<file path="config.mk">
export PLATFORM = sky130hd
export DESIGN_NAME = pirq_router
export DESIGN_NICKNAME = d
export VERILOG_FILES = /design/src/rtl/pirq_pkg.sv /design/src/rtl/pirq_swizzle.sv /design/src/rtl/pirq_route_regs.sv /design/src/rtl/pirq_isa_fanin.sv /design/src/rtl/pirq_router.sv
export SDC_FILE = /design/constraint.sdc
export NUM_CORES = 1
export LEC_CHECK = 0
export ABC_AREA = 1
export BUFFER_PORTS_ARGS = -buffer_cell sky130_fd_sc_hd__clkbuf_2
export CAP_MARGIN = 20
export CELL_PAD_IN_SITES_DETAIL_PLACEMENT = 1
export CELL_PAD_IN_SITES_GLOBAL_PLACEMENT = 1
export CORE_ASPECT_RATIO = 0.7
export CORE_UTILIZATION = 35
export DETAILED_ROUTE_END_ITERATION = 8
export GPL_TIMING_DRIVEN = 0
export HOLD_SLACK_MARGIN = 0.03
export PLACE_DENSITY_LB_ADDON = 0.3
export SYNTH_ARGS = -nofsm -noshare
export SYNTH_HDL_FRONTEND = slang
export SYNTH_SLANG_ARGS = --single-unit
export TNS_END_PERCENT = 50
</file>
<file path="constraint.sdc">
create_clock -name clk -period 1.5 [get_ports clk]
set_input_delay 0.225 -clock clk [delete_from_list [all_inputs] [get_ports clk]]
set_output_delay 0.225 -clock clk [all_outputs]
set_load 0.1 [all_outputs]
</file>
<file path="src/rtl/pirq_pkg.sv">
package pirq_pkg;

  localparam int NUM_PIRQ   = 4;
  localparam int PINS       = 4;
  localparam int ROUTE_W    = 8;
  localparam int ISA_LINES  = 16;
  localparam int SLOT_W     = 5;
  localparam int ISA_IDX_W  = $clog2(ISA_LINES);

  localparam logic [ROUTE_W-1:0] ROUTE_BASE = 8'h60;

  typedef logic [NUM_PIRQ-1:0][ROUTE_W-1:0] route_bank_t;

  // Value a route register takes while reset is asserted
  function automatic logic [ROUTE_W-1:0] route_reset_value(input int chan);
    return (chan < 2) ? 8'h0A : 8'h0B;
  endfunction

  // Slot/pin to channel swizzle, evaluated on constant slot numbers
  function automatic logic [1:0] pirq_map(input logic [SLOT_W-1:0] slot,
                                          input logic [1:0]        pin);
    logic [SLOT_W-1:0] off;
    off = slot - SLOT_W'(18);
    if (slot == SLOT_W'(10))      return 2'd3;
    else if (slot == SLOT_W'(11)) return 2'd1;
    else if (slot == SLOT_W'(12)) return 2'd2;
    else if (slot >= SLOT_W'(18) && slot <= SLOT_W'(21)) return off[1:0] + pin;
    else                          return pin;
  endfunction

endpackage

</file>
<file path="src/rtl/pirq_swizzle.sv">
module pirq_swizzle
  import pirq_pkg::*;
#(
  parameter int NUM_DEV = 8,
  parameter logic [NUM_DEV*SLOT_W-1:0] DEV_SLOTS = '0
) (
  input  logic                       clk,
  input  logic                       rst_n,
  input  logic [NUM_DEV*PINS-1:0]    dev_int,
  output logic [NUM_PIRQ-1:0]        pirq_level
);

  // Slot numbers are parameters, so every index below folds to a constant
  always_comb begin
    pirq_level = '0;
    for (int d = 0; d < NUM_DEV; d++) begin
      for (int p = 0; p < PINS; p++) begin
        pirq_level[pirq_map(DEV_SLOTS[d*SLOT_W +: SLOT_W], 2'(p))] =
          pirq_level[pirq_map(DEV_SLOTS[d*SLOT_W +: SLOT_W], 2'(p))] |
          dev_int[d*PINS + p];
      end
    end
  end

  // share this: no device activity means no channel activity
  a_r9_quiet_channels: assert property (@(posedge clk) disable iff (!rst_n)
    (dev_int == '0) |-> (pirq_level == '0));

  // channel activity never outnumbers asserted pins
  a_r10_no_phantom: assert property (@(posedge clk) disable iff (!rst_n)
    $countones(pirq_level) <= $countones(dev_int));

endmodule

</file>
<file path="src/rtl/pirq_route_regs.sv">
module pirq_route_regs
  import pirq_pkg::*;
(
  input  logic                clk,
  input  logic                rst_n,
  input  logic                cfg_we,
  input  logic [7:0]          cfg_addr,
  input  logic [ROUTE_W-1:0]  cfg_wdata,
  output logic [ROUTE_W-1:0]  cfg_rdata,
  output route_bank_t         route
);

  localparam int WIN_LSB = $clog2(NUM_PIRQ);

  logic [NUM_PIRQ-1:0] wr_hit;
  logic                in_window;
  logic [WIN_LSB-1:0]  rd_idx;

  for (genvar k = 0; k < NUM_PIRQ; k++) begin : g_chan
    logic [ROUTE_W-1:0] route_nxt;

    assign wr_hit[k] = cfg_we && (cfg_addr == 8'(ROUTE_BASE + k));

    always_comb begin
      route_nxt = route[k];
      if (wr_hit[k]) route_nxt = cfg_wdata;
    end

    always_ff @(posedge clk or negedge rst_n) begin
      if (!rst_n)         route[k] <= route_reset_value(k);
      else if (wr_hit[k]) route[k] <= route_nxt;
    end

    a_r2_write_lands: assert property (@(posedge clk) disable iff (!rst_n)
      wr_hit[k] |=> (route[k] == $past(cfg_wdata)));
  end

  assign in_window = (cfg_addr[7:WIN_LSB] == ROUTE_BASE[7:WIN_LSB]);
  assign rd_idx    = cfg_addr[WIN_LSB-1:0];

  always_comb begin
    cfg_rdata = '0;
    if (in_window) cfg_rdata = route[rd_idx];
  end

  a_r2_hold_without_write: assert property (@(posedge clk) disable iff (!rst_n)
    !cfg_we |=> $stable(route));

  a_r1_reset_values: assert property (@(posedge clk) disable iff (!rst_n)
    $rose(rst_n) |-> (route[0] == 8'h0A && route[1] == 8'h0A &&
                      route[2] == 8'h0B && route[3] == 8'h0B));

endmodule

</file>
<file path="src/rtl/pirq_isa_fanin.sv">
module pirq_isa_fanin
  import pirq_pkg::*;
(
  input  logic                  clk,
  input  logic                  rst_n,
  input  logic [NUM_PIRQ-1:0]   pirq_level,
  input  route_bank_t           route,
  output logic [ISA_LINES-1:0]  isa_irq
);

  for (genvar i = 0; i < ISA_LINES; i++) begin : g_line
    logic [NUM_PIRQ-1:0] sel;
    always_comb begin
      for (int k = 0; k < NUM_PIRQ; k++) begin
        // The full byte is compared, so 16 and above never match a line
        sel[k] = pirq_level[k] && (route[k] == ROUTE_W'(i));
      end
    end
    assign isa_irq[i] = |sel;
  end

  a_r6_idle_low: assert property (@(posedge clk) disable iff (!rst_n)
    (pirq_level == '0) |-> (isa_irq == '0));

  a_r5_merge_bound: assert property (@(posedge clk) disable iff (!rst_n)
    $countones(isa_irq) <= $countones(pirq_level));

  a_r4_unrouted_silent: assert property (@(posedge clk) disable iff (!rst_n)
    (route[0] >= 8'd16 && route[1] >= 8'd16 &&
     route[2] >= 8'd16 && route[3] >= 8'd16) |-> (isa_irq == '0));

endmodule

</file>
<file path="src/rtl/pirq_router.sv">
module pirq_router
  import pirq_pkg::*;
#(
  parameter int NUM_DEV = 8,
  parameter logic [NUM_DEV*SLOT_W-1:0] DEV_SLOTS =
    {5'd5, 5'd21, 5'd20, 5'd19, 5'd18, 5'd12, 5'd11, 5'd10}
) (
  input  logic                      clk,
  input  logic                      rst_n,
  input  logic [NUM_DEV*PINS-1:0]   dev_int,
  input  logic                      cfg_we,
  input  logic [7:0]                cfg_addr,
  input  logic [ROUTE_W-1:0]        cfg_wdata,
  output logic [ROUTE_W-1:0]        cfg_rdata,
  output logic [ISA_LINES-1:0]      isa_irq
);

  logic [1:0]          rst_pipe;
  logic                rst_int_n;
  logic [NUM_PIRQ-1:0] pirq_level;
  route_bank_t         route;

  // Assert asynchronously, release on the second clock edge
  always_ff @(posedge clk or negedge rst_n) begin
    if (!rst_n) rst_pipe <= '0;
    else        rst_pipe <= {rst_pipe[0], 1'b1};
  end
  assign rst_int_n = rst_pipe[1];

  pirq_swizzle #(.NUM_DEV(NUM_DEV), .DEV_SLOTS(DEV_SLOTS)) u_swizzle (
    .clk        (clk),
    .rst_n      (rst_int_n),
    .dev_int    (dev_int),
    .pirq_level (pirq_level)
  );

  pirq_route_regs u_regs (
    .clk       (clk),
    .rst_n     (rst_int_n),
    .cfg_we    (cfg_we),
    .cfg_addr  (cfg_addr),
    .cfg_wdata (cfg_wdata),
    .cfg_rdata (cfg_rdata),
    .route     (route)
  );

  pirq_isa_fanin u_fanin (
    .clk        (clk),
    .rst_n      (rst_int_n),
    .pirq_level (pirq_level),
    .route      (route),
    .isa_irq    (isa_irq)
  );

  a_r10_silent_inputs: assert property (@(posedge clk) disable iff (!rst_int_n)
    (dev_int == '0) |-> (isa_irq == '0));

endmodule

</file>
# ---- After elaboration in Yosys (flattened, before gate mapping)
# Cells that the tools add are included.
dict set report word_totals {
  regBits 34
  inputBits 51
  out_inout_bits 24
}
dict set report classes {
  order_cmp 1
  eq_ne 65
  muxes 3
  n_bitwise 28
  n_reduce_logical 88
}
# cell n
set ops {}
lappend ops {{8-bit by 4-bit equality test with 1-bit output, second input constant} 32}
lappend ops {{8-bit by 3-bit equality test with 1-bit output, second input constant} 16}
lappend ops {{1-bit logical AND} 68}
lappend ops {{8-bit by 2-bit equality test with 1-bit output, second input constant} 8}
lappend ops {{4-bit OR reduction} 16}
lappend ops {{8-bit by 1-bit equality test with 1-bit output, second input constant} 4}
lappend ops {{8-bit by 7-bit equality test with 1-bit output, second input constant} 4}
lappend ops {{8-bit zero test} 4}
lappend ops {{1-bit OR} 28}
lappend ops {{8-bit binary-select mux with 2-bit select} 1}
lappend ops {{8-bit two-way mux} 2}
lappend ops {{6-bit by 5-bit equality test with 1-bit output, second input constant} 1}
lappend ops {{2-bit by 3-bit less-than comparator with 1-bit output, second input constant} 1}

# ---- Logic depth before layout (Yosys ltp)
# Gate-level depths: netlist of the first run.
dict set report depth {
  depth_word 10
  mapped_depth 8
  depth_no_buf 7
}

# ---- Hierarchy
# Synthesis of the first run repeated with hierarchy kept, for this count alone.
dict set report unflattened {
  cells_unflattened 498
  area_unflattened_um2 3005.4
}
# mod n_inst cells_each area_per_inst_um2
set by_module_without_submodules {}
lappend by_module_without_submodules {pirq_route_regs 1 228 1796.7}
lappend by_module_without_submodules {pirq_isa_fanin 1 243 1052.3}
lappend by_module_without_submodules {pirq_swizzle 1 24 102.6}
lappend by_module_without_submodules {pirq_router 1 3 53.8}

# ---- Worst setup path before layout of the first run
# No wires, ideal clock.
dict set report synth_timing {
  path_kind {register -> output}
  from {register u_regs.route[24] (netlist bit)}
  to {output port cfg_rdata[0]}
  arrival_ps 2046
  setup_slack_ps -771
  path_stages_with_launch 5
  cell_sequence {dfstp_2 -> inv_1 -> o22ai_1 -> nor2_1 -> nor2_1}
}
dict set report synth_between {
  elab_chain_cells 3
}
# item line
set synth_lines {}
lappend synth_lines {{from (decl)} pirq_route_regs.sv:10} ;# output route_bank_t route
lappend synth_lines {{from (signal, indexed assignment)} pirq_route_regs.sv:30} ;# if (!rst_n) route[k] <= route_reset_value(k);
lappend synth_lines {{from (signal, indexed assignment)} pirq_route_regs.sv:31} ;# else if (wr_hit[k]) route[k] <= route_nxt;
lappend synth_lines {{8-bit binary-select mux with 2-bit select} pirq_route_regs.sv:43} ;# if (in_window) cfg_rdata = route[rd_idx];
lappend synth_lines {{8-bit two-way mux (implied by the code)} pirq_route_regs.sv:43}
lappend synth_lines {{8-bit two-way mux} pirq_route_regs.sv:43}
lappend synth_lines {{to (decl)} pirq_router.sv:14} ;# output logic [ROUTE_W-1:0] cfg_rdata,
# No other way between the ends. The select of a mux whose other input is x is not followed.

# ---- Final worst setup path of the first run
dict set report layout_timing {
  from {register u_regs.route[24] (netlist bit)}
  to {output port isa_irq[1]}
}
dict set report layout_between {
  elab_chain_cells 3
}
# item line
set layout_lines {}
lappend layout_lines {{8-bit by 1-bit equality test with 1-bit output} pirq_isa_fanin.sv:16} ;# sel[k] = pirq_level[k] && (route[k] == ROUTE_W'(i));
lappend layout_lines {{1-bit logical AND} pirq_isa_fanin.sv:16}
lappend layout_lines {{4-bit OR reduction} pirq_isa_fanin.sv:19} ;# assign isa_irq[i] = |sel;
lappend layout_lines {{to (decl)} pirq_router.sv:15} ;# output logic [ISA_LINES-1:0] isa_irq
# No other way between the ends.

==> metrics.txt, run 1 <==
# TYPE chip_impl_metric gauge
chip_impl_info{name="outcome",value="complete, but fails checks"} 1
chip_impl_info{name="failed_checks",value="DRC, setup timing"} 1
chip_impl_metric{name="multi_input_comb_area",unit="sq mm"} 0.00259
chip_impl_metric{name="preCtsSetupSlack",unit="ns"} -0.514
chip_impl_metric{name="syn2layout_area_growth",unit="%"} 74.5
chip_impl_info{name="cpMaxStageDelayCell",value="sky130_fd_sc_hd__dfstp_2"} 1
chip_impl_metric{name="drt-vias-per-instance",unit=""} 5.83
chip_impl_info{name="timing.hold.worst.class",value="input port to asynchronous set/reset pin"} 1
chip_impl_metric{name="boundaryPins",unit=""} 75
chip_impl_metric{name="number_of_antenna_violations_at_the_first_check_in_global_routing",unit=""} 0
chip_impl_metric{name="drcViolationCount",unit=""} 8
chip_impl_metric{name="place_inst",unit=""} 711
chip_impl_metric{name="mappedNetlistNets",unit=""} 586
chip_impl_metric{name="power_density",unit="mW/mm^2"} 686
chip_impl_metric{name="place.port_buffers",unit=""} 74
chip_impl_metric{name="layout.area.seq",unit="sq um"} 868
chip_impl_metric{name="tightestPinTransition",unit="ns"} 0.732
chip_impl_info{name="worst_setup_path_start_kind",value="flip-flop"} 1
chip_impl_metric{name="p_leak",unit="nW"} 2.33
chip_impl_metric{name="first_iter_violations",unit=""} 399
chip_impl_metric{name="yosys_warnings",unit=""} 0
chip_impl_metric{name="groute.usage.overall",unit="%"} 36.9
chip_impl_metric{name="final_critical_path_setup_slack",unit="ns"} -0.579
chip_impl_metric{name="regToRegSetupSlack",unit="ns"} 0.53
chip_impl_metric{name="netlist_instances",unit=""} 535
chip_impl_metric{name="total_count_of_hold_check_failures_in_the_final_report",unit=""} 0
chip_impl_metric{name="grt_overflow_total",unit=""} 0
chip_impl_metric{name="via_count_of_the_first_global_routing_pass",unit=""} 4467
chip_impl_info{name="cts.root.buffer_cell",value="sky130_fd_sc_hd__clkbuf_16"} 1
chip_impl_metric{name="hpwlAfterDp",unit="microns"} 8830
chip_impl_metric{name="ant_nets",unit=""} 0
chip_impl_metric{name="floorplan.initialDensity",unit="%"} 36.5
chip_impl_metric{name="placed_area",unit="sq mm"} 0.00364
chip_impl_metric{name="numClockSinks",unit=""} 34
chip_impl_metric{name="clk_transition_reported_paths",unit="ns"} 0.05
chip_impl_metric{name="design.final.nets",unit=""} 689
chip_impl_metric{name="synth_seq_area_share",unit="%"} 29.7
chip_impl_metric{name="post_layout_nonfiller_instances",unit=""} 740
chip_impl_metric{name="placement_rows",unit=""} 27
chip_impl_metric{name="grt_first_pass_wirelength",unit="microns"} 24400
chip_impl_metric{name="number_of_buffers_created_by_cts",unit=""} 5
chip_impl_metric{name="critPathMaxStageDelay",unit="ns"} 0.59
chip_impl_metric{name="slew_violations",unit=""} 0
chip_impl_metric{name="setup_viol",unit=""} 25
chip_impl_info{name="timing.critical_path.mode_cell",value="sky130_fd_sc_hd__nand2_2"} 1
chip_impl_metric{name="maxSlewHeadroom",unit="%"} 51.2
chip_impl_info{name="layout.cells.most_common_list",value="124 x sky130_fd_sc_hd__nand2_1, 82 x sky130_fd_sc_hd__nor2_1, 67 x sky130_fd_sc_hd__nor2_2"} 1
chip_impl_metric{name="insertedDiodeCount",unit=""} 0
chip_impl_metric{name="reg2reg_depth",unit=""} 3
chip_impl_metric{name="drv_cap",unit=""} 0
chip_impl_metric{name="clk_path_buf_depth",unit=""} 2
chip_impl_metric{name="yosys_register_bits",unit=""} 34
chip_impl_metric{name="report.power.total",unit="W"} 0.00349
chip_impl_metric{name="num-fill-cells",unit=""} 1015
chip_impl_metric{name="fp.dieH",unit="microns"} 78.3
chip_impl_metric{name="layout-drive-gt1-share",unit="%"} 54.6
chip_impl_metric{name="worst_path_arrival_time",unit="ns"} 1.85
chip_impl_metric{name="timing.clock.skew",unit="ns"} 0.00784
chip_impl_metric{name="wl_per_cell",unit="microns"} 25.3
chip_impl_info{name="tritoncts",value="built"} 1
chip_impl_metric{name="first_pass_iteration_count_of_the_detailed_router",unit=""} 9
chip_impl_info{name="layout.cells.most_common",value="sky130_fd_sc_hd__nand2_1"} 1
chip_impl_metric{name="design.die.area",unit="sq mm"} 0.00869
chip_impl_metric{name="h_tree_level_count",unit=""} 2
chip_impl_metric{name="postLayoutCellArea",unit="sq mm"} 0.00508
chip_impl_metric{name="worst_ep_required_time",unit="ns"} 1.27
chip_impl_info{name="grt_setup_unrepaired",value="yes"} 1
chip_impl_metric{name="fin_util",unit="%"} 63.7
chip_impl_metric{name="grt_start_max_net_pins",unit=""} 19
chip_impl_metric{name="yosys.cell_types.count",unit=""} 17
chip_impl_metric{name="portion_of_the_clock_cycle_consumed_by_the_worst_path_in_the_final_layout",unit="%"} 139
chip_impl_metric{name="max_freq",unit="MHz"} 481
chip_impl_metric{name="vdd.ir_drop.worst",unit="mV"} 1.39
chip_impl_metric{name="finalWorstPathRequiredPeriod",unit="ns"} 2.08
chip_impl_metric{name="wl",unit="microns"} 18800
chip_impl_metric{name="gp_routability_congestion",unit=""} 0.866
chip_impl_info{name="critical_path_class",value="flip-flop to output port"} 1
chip_impl_metric{name="fp.dieW",unit="microns"} 111
chip_impl_metric{name="clk-insertion-delay-late",unit="ns"} 0.30
chip_impl_metric{name="vias",unit=""} 4316
chip_impl_info{name="crit_chain",value="nand2_2, nor2_1, nand2_2, nor2_2, nor2_4, nand2_4, clkbuf_16"} 1
chip_impl_info{name="critical_path.endpoint_type",value="output port"} 1
chip_impl_metric{name="syn-cell-area",unit="sq mm"} 0.00291
chip_impl_metric{name="design.core.area",unit="sq mm"} 0.00797
chip_impl_metric{name="synthesis.area_per_instance",unit="sq um"} 5.44
chip_impl_metric{name="crit_path_max_fanout",unit=""} 4
==> cells by family after synthesis <==
group | synth area share (%)
compound gates | 3.44
simple gates | 57.7
flops | 29.7
other cells | 0.129
buf+inv | 9.07
==> per-stage QoR <==
stage | TNS (ns) | hold WS (ns)
finish | -10.50 | 0.252
global route | -11.28 | 0.263
CTS | -9.06 | 0.234
detailed placement | -11.25 | 0.0135
global placement | -9.19 | 0.0108
floorplan | -0.0239 | -0.0706
==> state kept, by name, summed over array words and instances (netlist names) <==
signal	flops
rst_pipe	2
u_regs.route	32
==> final timing paths <==
kind,startpoint,to
max,u_regs.route[24]$_DFFE_PN1P_,isa_irq[1]
min,rst_n,rst_pipe[0]$_DFF_PN0_
max reg2reg,u_regs.route[19]$_DFFE_PN1P_,u_regs.route[19]$_DFFE_PN1P_
min reg2reg,rst_pipe[1]$_DFF_PN0_,u_regs.route[22]$_DFFE_PN0P_
max in group asynchronous,rst_pipe[1]$_DFF_PN0_,u_regs.route[9]$_DFFE_PN1P_
min in group clk,cfg_wdata[7],u_regs.route[23]$_DFFE_PN0P_
==> final cells by class <==
cell class                 instances  area share [%]
buffer                            10            1.92
multi-input combinational        439            51.1
timing repair buffer              96            20.3
tap                              101            2.49
inverter                          52            3.84
clock buffer                       8            3.28
sequential                        34            17.1
==> synthesized netlist by cell type (all sizes together) <==
master / n / area share, %
nand3: 37 / 6.5
inv: 51 / 6.6
dfrtp: 24 / 21
o22ai: 16 / 3.4
clkinv: 1 / 0.13
buf: 10 / 2.4
nand2: 194 / 25
conb: 1 / 0.13
nor2: 191 / 26
dfstp: 10 / 9.0
==> critical path, delay by kind of cell (launching register included) <==
kind / cells / cell delay, ns
and+or+nand+nor: 6 / 0.78
buffers and inverters: 1 / 0.19
DFF: 1 / 0.59
==> report_power, final <==
part	internal [W]	switching, W	leakage (nW)
clock	0.000752	0.000426	0.0832
sequential	0.000974	0.0000671	0.424
combinational	0.000449	0.000818	1.82
==> routing by layer <==
layer | wire [microns] | GRT usage, %
met2 | 8610 | 64.7
met5 | 0 | 0
met3 | 1640 | 8.42
met1 | 7430 | 43.5
met4 | 1070 | 16.4
==> timing repair <==
action,in CTS,in global routing
resized for setup,176,143
endpoints found under the setup margin,24,24
hold buffers,1,0
pin swaps,46,35
cloned,3,0
endpoints found under the hold margin,2,0
buffers inserted,10,7
(Power assumes the default switching activity.)
==> run 2, diff against run 1 <==
--- a/config.mk
+++ b/config.mk
@@ -11,12 +11,13 @@
 export CELL_PAD_IN_SITES_DETAIL_PLACEMENT = 1
 export CELL_PAD_IN_SITES_GLOBAL_PLACEMENT = 1
 export CORE_ASPECT_RATIO = 0.7
-export CORE_UTILIZATION = 35
+export CORE_UTILIZATION = 37
 export DETAILED_ROUTE_END_ITERATION = 8
 export GPL_TIMING_DRIVEN = 0
 export HOLD_SLACK_MARGIN = 0.03
 export PLACE_DENSITY_LB_ADDON = 0.3
 export SYNTH_ARGS = -nofsm -noshare
 export SYNTH_HDL_FRONTEND = slang
+export SYNTH_HIERARCHICAL = 1
 export SYNTH_SLANG_ARGS = --single-unit
 export TNS_END_PERCENT = 50
==> run 2 against run 1 <==
The flow finishes with violations (setup timing). Die area decreased by 2.3%. Highest routed layer unchanged. Clock power is 8% lower. Critical path depth decreased by 2. Largest cell class unchanged. Fmax up 1.6%. Synthesized cell count fell by 6.9%. Wire length fell by 8.0%.
==> metrics.txt, run 2 <==
# TYPE chip_impl_metric gauge
chip_impl_metric{name="worst_path_arrival_time",unit="ns"} 1.82
chip_impl_info{name="critical_path.endpoint_type",value="output port"} 1
chip_impl_metric{name="num-fill-cells",unit=""} 999
chip_impl_metric{name="synth_edf_count",unit=""} 0
chip_impl_metric{name="synthDominantCellAreaShare",unit="%"} 20.0
chip_impl_metric{name="complex_gate_fraction_of_the_synthesized_area",unit="%"} 3.58
chip_impl_info{name="grt_setup_unrepaired",value="yes"} 1
chip_impl_metric{name="place_inst",unit=""} 674
chip_impl_info{name="critical_path_class",value="flip-flop to output port"} 1
chip_impl_metric{name="hpwlAfterDp",unit="microns"} 8850
chip_impl_metric{name="wl",unit="microns"} 17300
chip_impl_info{name="cts.root.buffer_cell",value="sky130_fd_sc_hd__clkbuf_16"} 1
chip_impl_info{name="crit_family",value="flip-flops"} 1
chip_impl_metric{name="drcViolationCount",unit=""} 0
chip_impl_metric{name="finalWorstPathRequiredPeriod",unit="ns"} 2.05
chip_impl_metric{name="maxSlewHeadroom",unit="%"} 64.0
chip_impl_metric{name="synth_seq_area_share",unit="%"} 28.7
chip_impl_metric{name="grt_start_max_net_pins",unit=""} 23
chip_impl_metric{name="yosys_warnings",unit=""} 6
chip_impl_metric{name="h_tree_level_count",unit=""} 2
chip_impl_metric{name="ant_nets",unit=""} 0
chip_impl_info{name="failed_checks",value="setup timing"} 1
chip_impl_metric{name="wl_per_cell",unit="microns"} 24.4
chip_impl_metric{name="critical_path_buf_inv_count",unit=""} 1
chip_impl_info{name="outcome",value="complete, but fails checks"} 1
chip_impl_info{name="yosysMostFrequentCell",value="sky130_fd_sc_hd__nand2_1"} 1
chip_impl_metric{name="reg2reg_depth",unit=""} 3
chip_impl_info{name="layout.cells.most_common",value="sky130_fd_sc_hd__nand2_1"} 1
chip_impl_metric{name="post_synth_fa_ha_maj_area_fraction",unit="%"} 0
chip_impl_metric{name="portion_of_the_clock_cycle_consumed_by_the_worst_path_in_the_final_layout",unit="%"} 136
chip_impl_metric{name="share_of_cell_area_taken_by_muxes_after_synthesis",unit="%"} 0
chip_impl_info{name="crit_chain",value="nand2_1, nor3_2, nor2_1, nand2_1, clkbuf_16"} 1
chip_impl_metric{name="drt-vias-per-instance",unit=""} 6.04
chip_impl_info{name="layout.cells.most_common_list",value="129 x sky130_fd_sc_hd__nand2_1, 58 x sky130_fd_sc_hd__nand3_1, 53 x sky130_fd_sc_hd__nor2_1"} 1
chip_impl_metric{name="syn-cell-area",unit="sq mm"} 0.00301
chip_impl_metric{name="clk-insertion-delay-late",unit="ns"} 0.29
chip_impl_metric{name="synth_xor_area_share",unit="%"} 0
chip_impl_info{name="dominant_combinational_cell_family_by_area_after_synthesis",value="simple AND/OR/NAND/NOR gates"} 1
chip_impl_info{name="timing.hold.worst.class",value="flip-flop to asynchronous set/reset pin"} 1
chip_impl_metric{name="groute.usage.overall",unit="%"} 34.5
chip_impl_metric{name="netlist_instances",unit=""} 498
chip_impl_metric{name="yosys_register_bits",unit=""} 34
chip_impl_metric{name="synthesis.area_per_instance",unit="sq um"} 6.03
chip_impl_metric{name="placement_rows",unit=""} 27
chip_impl_metric{name="number_of_antenna_violations_at_the_first_check_in_global_routing",unit=""} 0
chip_impl_metric{name="numClockSinks",unit=""} 34
chip_impl_info{name="cpMaxStageDelayCell",value="sky130_fd_sc_hd__dfstp_2"} 1
chip_impl_metric{name="critPathMaxStageDelay",unit="ns"} 0.66
chip_impl_metric{name="design.final.nets",unit=""} 655
chip_impl_metric{name="first_iter_violations",unit=""} 357
chip_impl_metric{name="setup_viol",unit=""} 24
chip_impl_metric{name="tightestPinTransition",unit="ns"} 0.541
chip_impl_metric{name="power_density",unit="mW/mm^2"} 669
chip_impl_metric{name="layout-drive-gt1-share",unit="%"} 46.0
chip_impl_metric{name="gp_routability_congestion",unit=""} 0.912
chip_impl_metric{name="via_count_of_the_first_global_routing_pass",unit=""} 4076
chip_impl_metric{name="fp.dieH",unit="microns"} 77.4
chip_impl_metric{name="design.die.area",unit="sq mm"} 0.00849
chip_impl_metric{name="clk_transition_reported_paths",unit="ns"} 0.06
chip_impl_info{name="commonest_cells_in_the_synthesized_netlist",value="156 x sky130_fd_sc_hd__nand2_1, 91 x sky130_fd_sc_hd__nor2_1, 76 x sky130_fd_sc_hd__nand3_1, 48 x sky130_fd_sc_hd__inv_1, 24 x sky130_fd_sc_hd__dfrtp_1"} 1
chip_impl_metric{name="synthArstFlopShare",unit="%"} 100
chip_impl_metric{name="grt_overflow_total",unit=""} 0
chip_impl_metric{name="cp.depth",unit=""} 5
chip_impl_metric{name="timing.clock.skew",unit="ns"} 0.0121
chip_impl_metric{name="number_of_flip_flops_in_the_largest_register",unit=""} 32
chip_impl_metric{name="multi_input_comb_area",unit="sq mm"} 0.00237
chip_impl_metric{name="insertedDiodeCount",unit=""} 0
chip_impl_metric{name="slew_violations",unit=""} 0
chip_impl_metric{name="crit_path_max_fanout",unit=""} 7
chip_impl_metric{name="total_count_of_hold_check_failures_in_the_final_report",unit=""} 0
chip_impl_info{name="worst_flop_to_flop_path_startpoint",value="u_regs/route[3]$_DFFE_PN1P_"} 1
chip_impl_metric{name="design.core.area",unit="sq mm"} 0.00787
chip_impl_metric{name="post_layout_nonfiller_instances",unit=""} 706
chip_impl_metric{name="post_synth_and_or_nand_nor_area_fraction",unit="%"} 57.5
chip_impl_metric{name="mappedNetlistNets",unit=""} 549
chip_impl_metric{name="floorplan.initialDensity",unit="%"} 38.2
chip_impl_info{name="tritoncts",value="built"} 1
chip_impl_info{name="synth_largest_area_cell",value="sky130_fd_sc_hd__dfrtp_1"} 1
chip_impl_info{name="reg_to_reg_end",value="u_regs/route[3]$_DFFE_PN1P_"} 1
chip_impl_info{name="dominantRegCellSynth",value="sky130_fd_sc_hd__dfrtp_1"} 1
chip_impl_info{name="worst_setup_path_start_kind",value="flip-flop"} 1
chip_impl_metric{name="syn2layout_area_growth",unit="%"} 62.5
chip_impl_metric{name="hold_slack",unit="ns"} 0.216
chip_impl_metric{name="fp.dieW",unit="microns"} 110
chip_impl_metric{name="yosys.cell_types.count",unit=""} 22
chip_impl_metric{name="vdd.ir_drop.worst",unit="mV"} 0.643
chip_impl_metric{name="max_freq",unit="MHz"} 489
chip_impl_metric{name="p_leak",unit="nW"} 2.38
chip_impl_info{name="reg_top3",value="u_regs/route (32), rst_pipe (2)"} 1
chip_impl_metric{name="place.port_buffers",unit=""} 74
chip_impl_metric{name="layout.area.seq",unit="sq um"} 871
chip_impl_metric{name="drv_cap",unit=""} 0
chip_impl_info{name="synthTopCellsByArea",value="sky130_fd_sc_hd__dfrtp_1 20%, sky130_fd_sc_hd__nand2_1 19%, sky130_fd_sc_hd__nand3_1 13%"} 1
chip_impl_metric{name="vias",unit=""} 4265
chip_impl_metric{name="grt_first_pass_wirelength",unit="microns"} 22000
chip_impl_metric{name="first_pass_iteration_count_of_the_detailed_router",unit=""} 5
chip_impl_metric{name="boundaryPins",unit=""} 75
chip_impl_metric{name="worst_ep_required_time",unit="ns"} 1.27
chip_impl_metric{name="final_critical_path_setup_slack",unit="ns"} -0.547
chip_impl_metric{name="number_of_buffers_created_by_cts",unit=""} 5
chip_impl_metric{name="preCtsSetupSlack",unit="ns"} -0.481
chip_impl_metric{name="clk_path_buf_depth",unit=""} 2
chip_impl_metric{name="regToRegSetupSlack",unit="ns"} 0.45
chip_impl_info{name="timing.critical_path.mode_cell",value="sky130_fd_sc_hd__nand2_1"} 1
chip_impl_info{name="top_register",value="u_regs/route"} 1
[run 2: layer usage]
| layer | up-vias | track usage, % | share of wire (%) |
|---|---|---|---|
| li1 | 1778 | - | - |
| met2 | 318 | 55.5 | 45 |
| met4 | 0 | 8.67 | 5.8 |
| met3 | 102 | 10.2 | 11 |
| met5 | - | 0 | 0 |
| met1 | 2067 | 44.9 | 39 |
[run 2: how the worst max path moves through the flow]
stage,endpoint,start,slack (ns)
global placement,isa_irq[12],dev_int[5],-0.46
finish,isa_irq[14],u_regs/route[9]$_DFFE_PN1P_,-0.55
floorplan,cfg_rdata[0],cfg_addr[3],-0.29
global route,isa_irq[4],u_regs/route[18]$_DFFE_PN0P_,-0.58
detailed placement,isa_irq[12],dev_int[5],-0.48
CTS,isa_irq[13],u_regs/route[16]$_DFFE_PN1P_,-0.41
[run 2: what timing repair did]
action                                  in CTS  in global routing
pin swaps                                   19                 27
endpoints found under the setup margin      24                 24
endpoints found under the hold margin        2                  0
hold buffers                                 1                  0
cloned                                       2                  0
buffers inserted                             3                 18
resized for setup                          126                 83
[run 2: kinds of logic (layout without fill, tap and decap cells)]
logic type             count (synthesis)  after routing
other                                  1              1
and+or+nand+nor                      376            378
DFF                                   34             34
buffers and inverters                 71            176
AOI/OAI and AO/OA                     16             16
[run 2: worst register-to-register path, cell delays in order, from the launching register on]
cell and delay, ns:
sky130_fd_sc_hd__dfstp_2 0.63, sky130_fd_sc_hd__inv_1 0.11, sky130_fd_sc_hd__o21bai_1 0.18, sky130_fd_sc_hd__nand2_1 0.07
[run 2: cell type report]
class | count | area share, %
Buffer | 6 | 1.31
Timing Repair Buffer | 97 | 21.6
Inverter | 65 | 5.20
Sequential cell | 34 | 17.8
Clock buffer | 8 | 3.00
Tap cell | 101 | 2.59
Multi-Input combinational cell | 395 | 48.5
[run 2: stage by stage]
stage,power [W],area (sq um),TNS [ns],utilization (%)
5_1_grt,0.00337,4880,-10.83,62.0
2_1_floorplan,0.00156,3060,-5.16,-
4_1_cts,0.00300,4450,-7.01,56.6
6_report,0.00326,4880,-9.94,62.0
3_5_place_dp,0.00180,3580,-8.51,45.5
3_3_place_gp,0.00176,3560,-7.79,45.2
[run 2: report_power, final]
part           total, W  internal (W)  leakage (nW)  switching (W)
sequential      0.00109      0.000984         0.395       0.000103
combinational   0.00110      0.000360          1.91       0.000737
clock           0.00108      0.000664        0.0712       0.000417
total           0.00326       0.00201          2.38        0.00126
==> run 3, diff against run 2 <==
--- a/config.mk
+++ b/config.mk
@@ -11,13 +11,12 @@
 export CELL_PAD_IN_SITES_DETAIL_PLACEMENT = 1
 export CELL_PAD_IN_SITES_GLOBAL_PLACEMENT = 1
 export CORE_ASPECT_RATIO = 0.7
-export CORE_UTILIZATION = 37
+export CORE_UTILIZATION = 35
 export DETAILED_ROUTE_END_ITERATION = 8
 export GPL_TIMING_DRIVEN = 0
 export HOLD_SLACK_MARGIN = 0.03
 export PLACE_DENSITY_LB_ADDON = 0.3
 export SYNTH_ARGS = -nofsm -noshare
 export SYNTH_HDL_FRONTEND = slang
-export SYNTH_HIERARCHICAL = 1
 export SYNTH_SLANG_ARGS = --single-unit
 export TNS_END_PERCENT = 50
==> constraint.sdc (replaced) <==
create_clock -name clk -period 1.5 [get_ports clk]
set_input_delay 0.075 -clock clk [delete_from_list [all_inputs] [get_ports clk]]
set_output_delay 0.075 -clock clk [all_outputs]
set_load 0.1 [all_outputs]
==> run 3 against run 2 <==
The run ends with DRC, setup timing left. Utilization shrank 2.8 points. Wire length decreased by 3.2%. Fmax grew 5.8%. Via count grew 0.38%. Worst hold slack lost 0.11 ns. Die area up 2.3%.
==> metrics.txt, run 3 (synthesis results as in run 1) <==
# TYPE chip_impl_metric gauge
chip_impl_info{name="outcome",value="complete, but fails checks"} 1
chip_impl_info{name="failed_checks",value="DRC, setup timing"} 1
chip_impl_metric{name="number_of_buffers_created_by_cts",unit=""} 5
chip_impl_info{name="critical_path.endpoint_type",value="output port"} 1
chip_impl_metric{name="max_freq",unit="MHz"} 517
chip_impl_metric{name="vdd.ir_drop.worst",unit="mV"} 0.651
chip_impl_metric{name="finalWorstPathRequiredPeriod",unit="ns"} 1.93
chip_impl_metric{name="hpwlAfterDp",unit="microns"} 8930
chip_impl_metric{name="final_critical_path_setup_slack",unit="ns"} -0.434
chip_impl_metric{name="clk_path_buf_depth",unit=""} 2
chip_impl_info{name="critical_path_class",value="flip-flop to output port"} 1
chip_impl_metric{name="layout-drive-gt1-share",unit="%"} 48.5
chip_impl_metric{name="crit_path_max_fanout",unit=""} 4
chip_impl_metric{name="wl",unit="microns"} 16700
chip_impl_metric{name="timing.clock.skew",unit="ns"} 0.00380
chip_impl_metric{name="portion_of_the_clock_cycle_consumed_by_the_worst_path_in_the_final_layout",unit="%"} 129
chip_impl_metric{name="syn2layout_area_growth",unit="%"} 62.3
chip_impl_metric{name="slew_violations",unit=""} 0
chip_impl_metric{name="ant_nets",unit=""} 0
chip_impl_info{name="top_register",value="u_regs.route"} 1
chip_impl_metric{name="postLayoutCellArea",unit="sq mm"} 0.00472
chip_impl_metric{name="post_layout_nonfiller_instances",unit=""} 736
chip_impl_metric{name="clk-insertion-delay-late",unit="ns"} 0.28
chip_impl_metric{name="first_pass_iteration_count_of_the_detailed_router",unit=""} 7
chip_impl_metric{name="h_tree_level_count",unit=""} 2
chip_impl_info{name="reg_top3",value="u_regs.route (32), rst_pipe (2)"} 1
chip_impl_metric{name="p_leak",unit="nW"} 2.25
chip_impl_metric{name="design.final.nets",unit=""} 685
chip_impl_metric{name="place.port_buffers",unit=""} 74
chip_impl_metric{name="grt_first_pass_wirelength",unit="microns"} 22100
chip_impl_metric{name="insertedDiodeCount",unit=""} 0
chip_impl_metric{name="placed_area",unit="sq mm"} 0.00349
chip_impl_metric{name="vias",unit=""} 4281
chip_impl_metric{name="fp.dieH",unit="microns"} 78.3
chip_impl_metric{name="gp_routability_congestion",unit=""} 0.882
chip_impl_info{name="tritoncts",value="built"} 1
chip_impl_metric{name="clk_transition_reported_paths",unit="ns"} 0.06
chip_impl_metric{name="via_count_of_the_first_global_routing_pass",unit=""} 4255
chip_impl_metric{name="placement_rows",unit=""} 27
chip_impl_metric{name="tightestPinTransition",unit="ns"} 0.526
chip_impl_metric{name="drv_cap",unit=""} 0
chip_impl_metric{name="hold_slack",unit="ns"} 0.106
chip_impl_metric{name="setup_viol",unit=""} 24
chip_impl_metric{name="maxSlewHeadroom",unit="%"} 64.9
chip_impl_metric{name="number_of_flip_flops_in_the_largest_register",unit=""} 32
chip_impl_metric{name="wl_per_cell",unit="microns"} 22.7
chip_impl_info{name="layout.cells.most_common",value="sky130_fd_sc_hd__nand2_1"} 1
chip_impl_metric{name="boundaryPins",unit=""} 75
chip_impl_metric{name="regToRegSetupSlack",unit="ns"} 0.56
chip_impl_metric{name="worst_ep_required_time",unit="ns"} 1.42
chip_impl_metric{name="grt_overflow_total",unit=""} 0
chip_impl_metric{name="grt_start_max_net_pins",unit=""} 24
chip_impl_metric{name="worst_path_arrival_time",unit="ns"} 1.86
chip_impl_metric{name="fin_setup_tns",unit="ns"} -6.80
chip_impl_metric{name="fp.dieW",unit="microns"} 111
chip_impl_info{name="layout.cells.most_common_list",value="131 x sky130_fd_sc_hd__nand2_1, 99 x sky130_fd_sc_hd__nor2_1, 73 x sky130_fd_sc_hd__nor2_2"} 1
chip_impl_info{name="grt_setup_unrepaired",value="yes"} 1
chip_impl_info{name="worst_setup_path_start_kind",value="flip-flop"} 1
chip_impl_metric{name="total_count_of_hold_check_failures_in_the_final_report",unit=""} 0
chip_impl_metric{name="numClockSinks",unit=""} 34
chip_impl_metric{name="power_density",unit="mW/mm^2"} 700
chip_impl_info{name="cts.root.buffer_cell",value="sky130_fd_sc_hd__clkbuf_16"} 1
chip_impl_metric{name="groute.usage.overall",unit="%"} 32.6
chip_impl_metric{name="place_inst",unit=""} 711
chip_impl_info{name="timing.hold.worst.class",value="input port to flip-flop"} 1
chip_impl_metric{name="drt-vias-per-instance",unit=""} 5.82
chip_impl_metric{name="design.core.area",unit="sq mm"} 0.00797
chip_impl_metric{name="number_of_antenna_violations_at_the_first_check_in_global_routing",unit=""} 0
chip_impl_metric{name="first_iter_violations",unit=""} 438
chip_impl_metric{name="drcViolationCount",unit=""} 4
chip_impl_metric{name="floorplan.initialDensity",unit="%"} 36.5
chip_impl_metric{name="design.die.area",unit="sq mm"} 0.00869
==> run 3: changes by cell type in the layout (fill, tap and decap cells not counted), sizes merged <==
cell | previous run | this run
nor2 | 106 | 191
nand3 | 85 | 37
nand2 | 164 | 194
nor3 | 20 | 0
o22ai | 0 | 16
inv | 65 | 51
o21ai | 8 | 0
o21bai | 8 | 0
clkbuf | 82 | 78
or2 | 3 | 0
buf | 28 | 30
clkinv | 0 | 2
==> run 3: critical path: stages, from the launching register on <==
cell                        delay [ns]
sky130_fd_sc_hd__dfstp_2          0.60
sky130_fd_sc_hd__inv_2            0.08
sky130_fd_sc_hd__nand2_2          0.13
sky130_fd_sc_hd__nor2_1           0.07
sky130_fd_sc_hd__nand2_1          0.09
sky130_fd_sc_hd__nor2_1           0.07
sky130_fd_sc_hd__nor2_1           0.23
sky130_fd_sc_hd__nand2_2          0.10
sky130_fd_sc_hd__clkbuf_16        0.21
==> run 3: report_power, final <==
part	total (W)	internal, W	switching [W]
Sequential	0.00103	0.000972	0.0000597
Combinational	0.00119	0.000428	0.000762
Clock	0.00108	0.000660	0.000421
==> run 3: final timing paths <==
check | start | to | depth (start not counted)
max | u_regs.route[17]$_DFFE_PN1P_ | isa_irq[1] | 8
min | cfg_wdata[0] | u_regs.route[24]$_DFFE_PN1P_ | 3
max reg2reg | u_regs.route[1]$_DFFE_PN1P_ | u_regs.route[1]$_DFFE_PN1P_ | 3
min reg2reg | rst_pipe[1]$_DFF_PN0_ | u_regs.route[8]$_DFFE_PN0P_ | 0
max in group asynchronous | rst_pipe[1]$_DFF_PN0_ | u_regs.route[25]$_DFFE_PN1P_ | 1
min in group asynchronous | rst_n | rst_pipe[0]$_DFF_PN0_ | 2
==> run 3: final cells by class <==
type / instances / area (sq um)
fillers: 1047 / 3250
clock buffers: 7 / 143
well taps: 101 / 126
inverters: 52 / 195
multi-input cells: 439 / 2310
clock inverters: 1 / 5.00
repair buffers: 92 / 988
flip-flops and latches: 34 / 863
plain buffers: 10 / 88.8
==> run 3: what timing repair did <==
| action | CTS | global route |
|---|---|---|
| hold endpoints to repair | 2 | 0 |
| hold buffers | 1 | 0 |
| pin swaps | 41 | 44 |
| setup buffers | 6 | 7 |
| setup endpoints to repair | 24 | 24 |
| resized for setup | 147 | 123 |
| cloned | 3 | 0 |
==> run 3: per-layer routing <==
| metal | part of all wire, % | routed length, microns | track usage (%) | vias to the layer above |
|---|---|---|---|---|
| li1 | - | - | - | 1822 |
| met1 | 40 | 6700 | 41.0 | 2144 |
| met2 | 47 | 7910 | 56.8 | 240 |
| met3 | 8.7 | 1450 | 5.95 | 75 |
| met4 | 3.9 | 653 | 10.4 | 0 |
| met5 | 0 | 0 | 0 | - |
==> run 3: metrics by stage <==
step / worst slack (ns) / util [%] / power [W]
floorplan: -0.403 / - / 0.00153
global placement: -0.415 / 43.4 / 0.00174
detailed placement: -0.446 / 43.7 / 0.00177
CTS: -0.286 / 54.6 / 0.00306
global route: -0.449 / 59.2 / 0.00337
finish: -0.434 / 59.2 / 0.00330
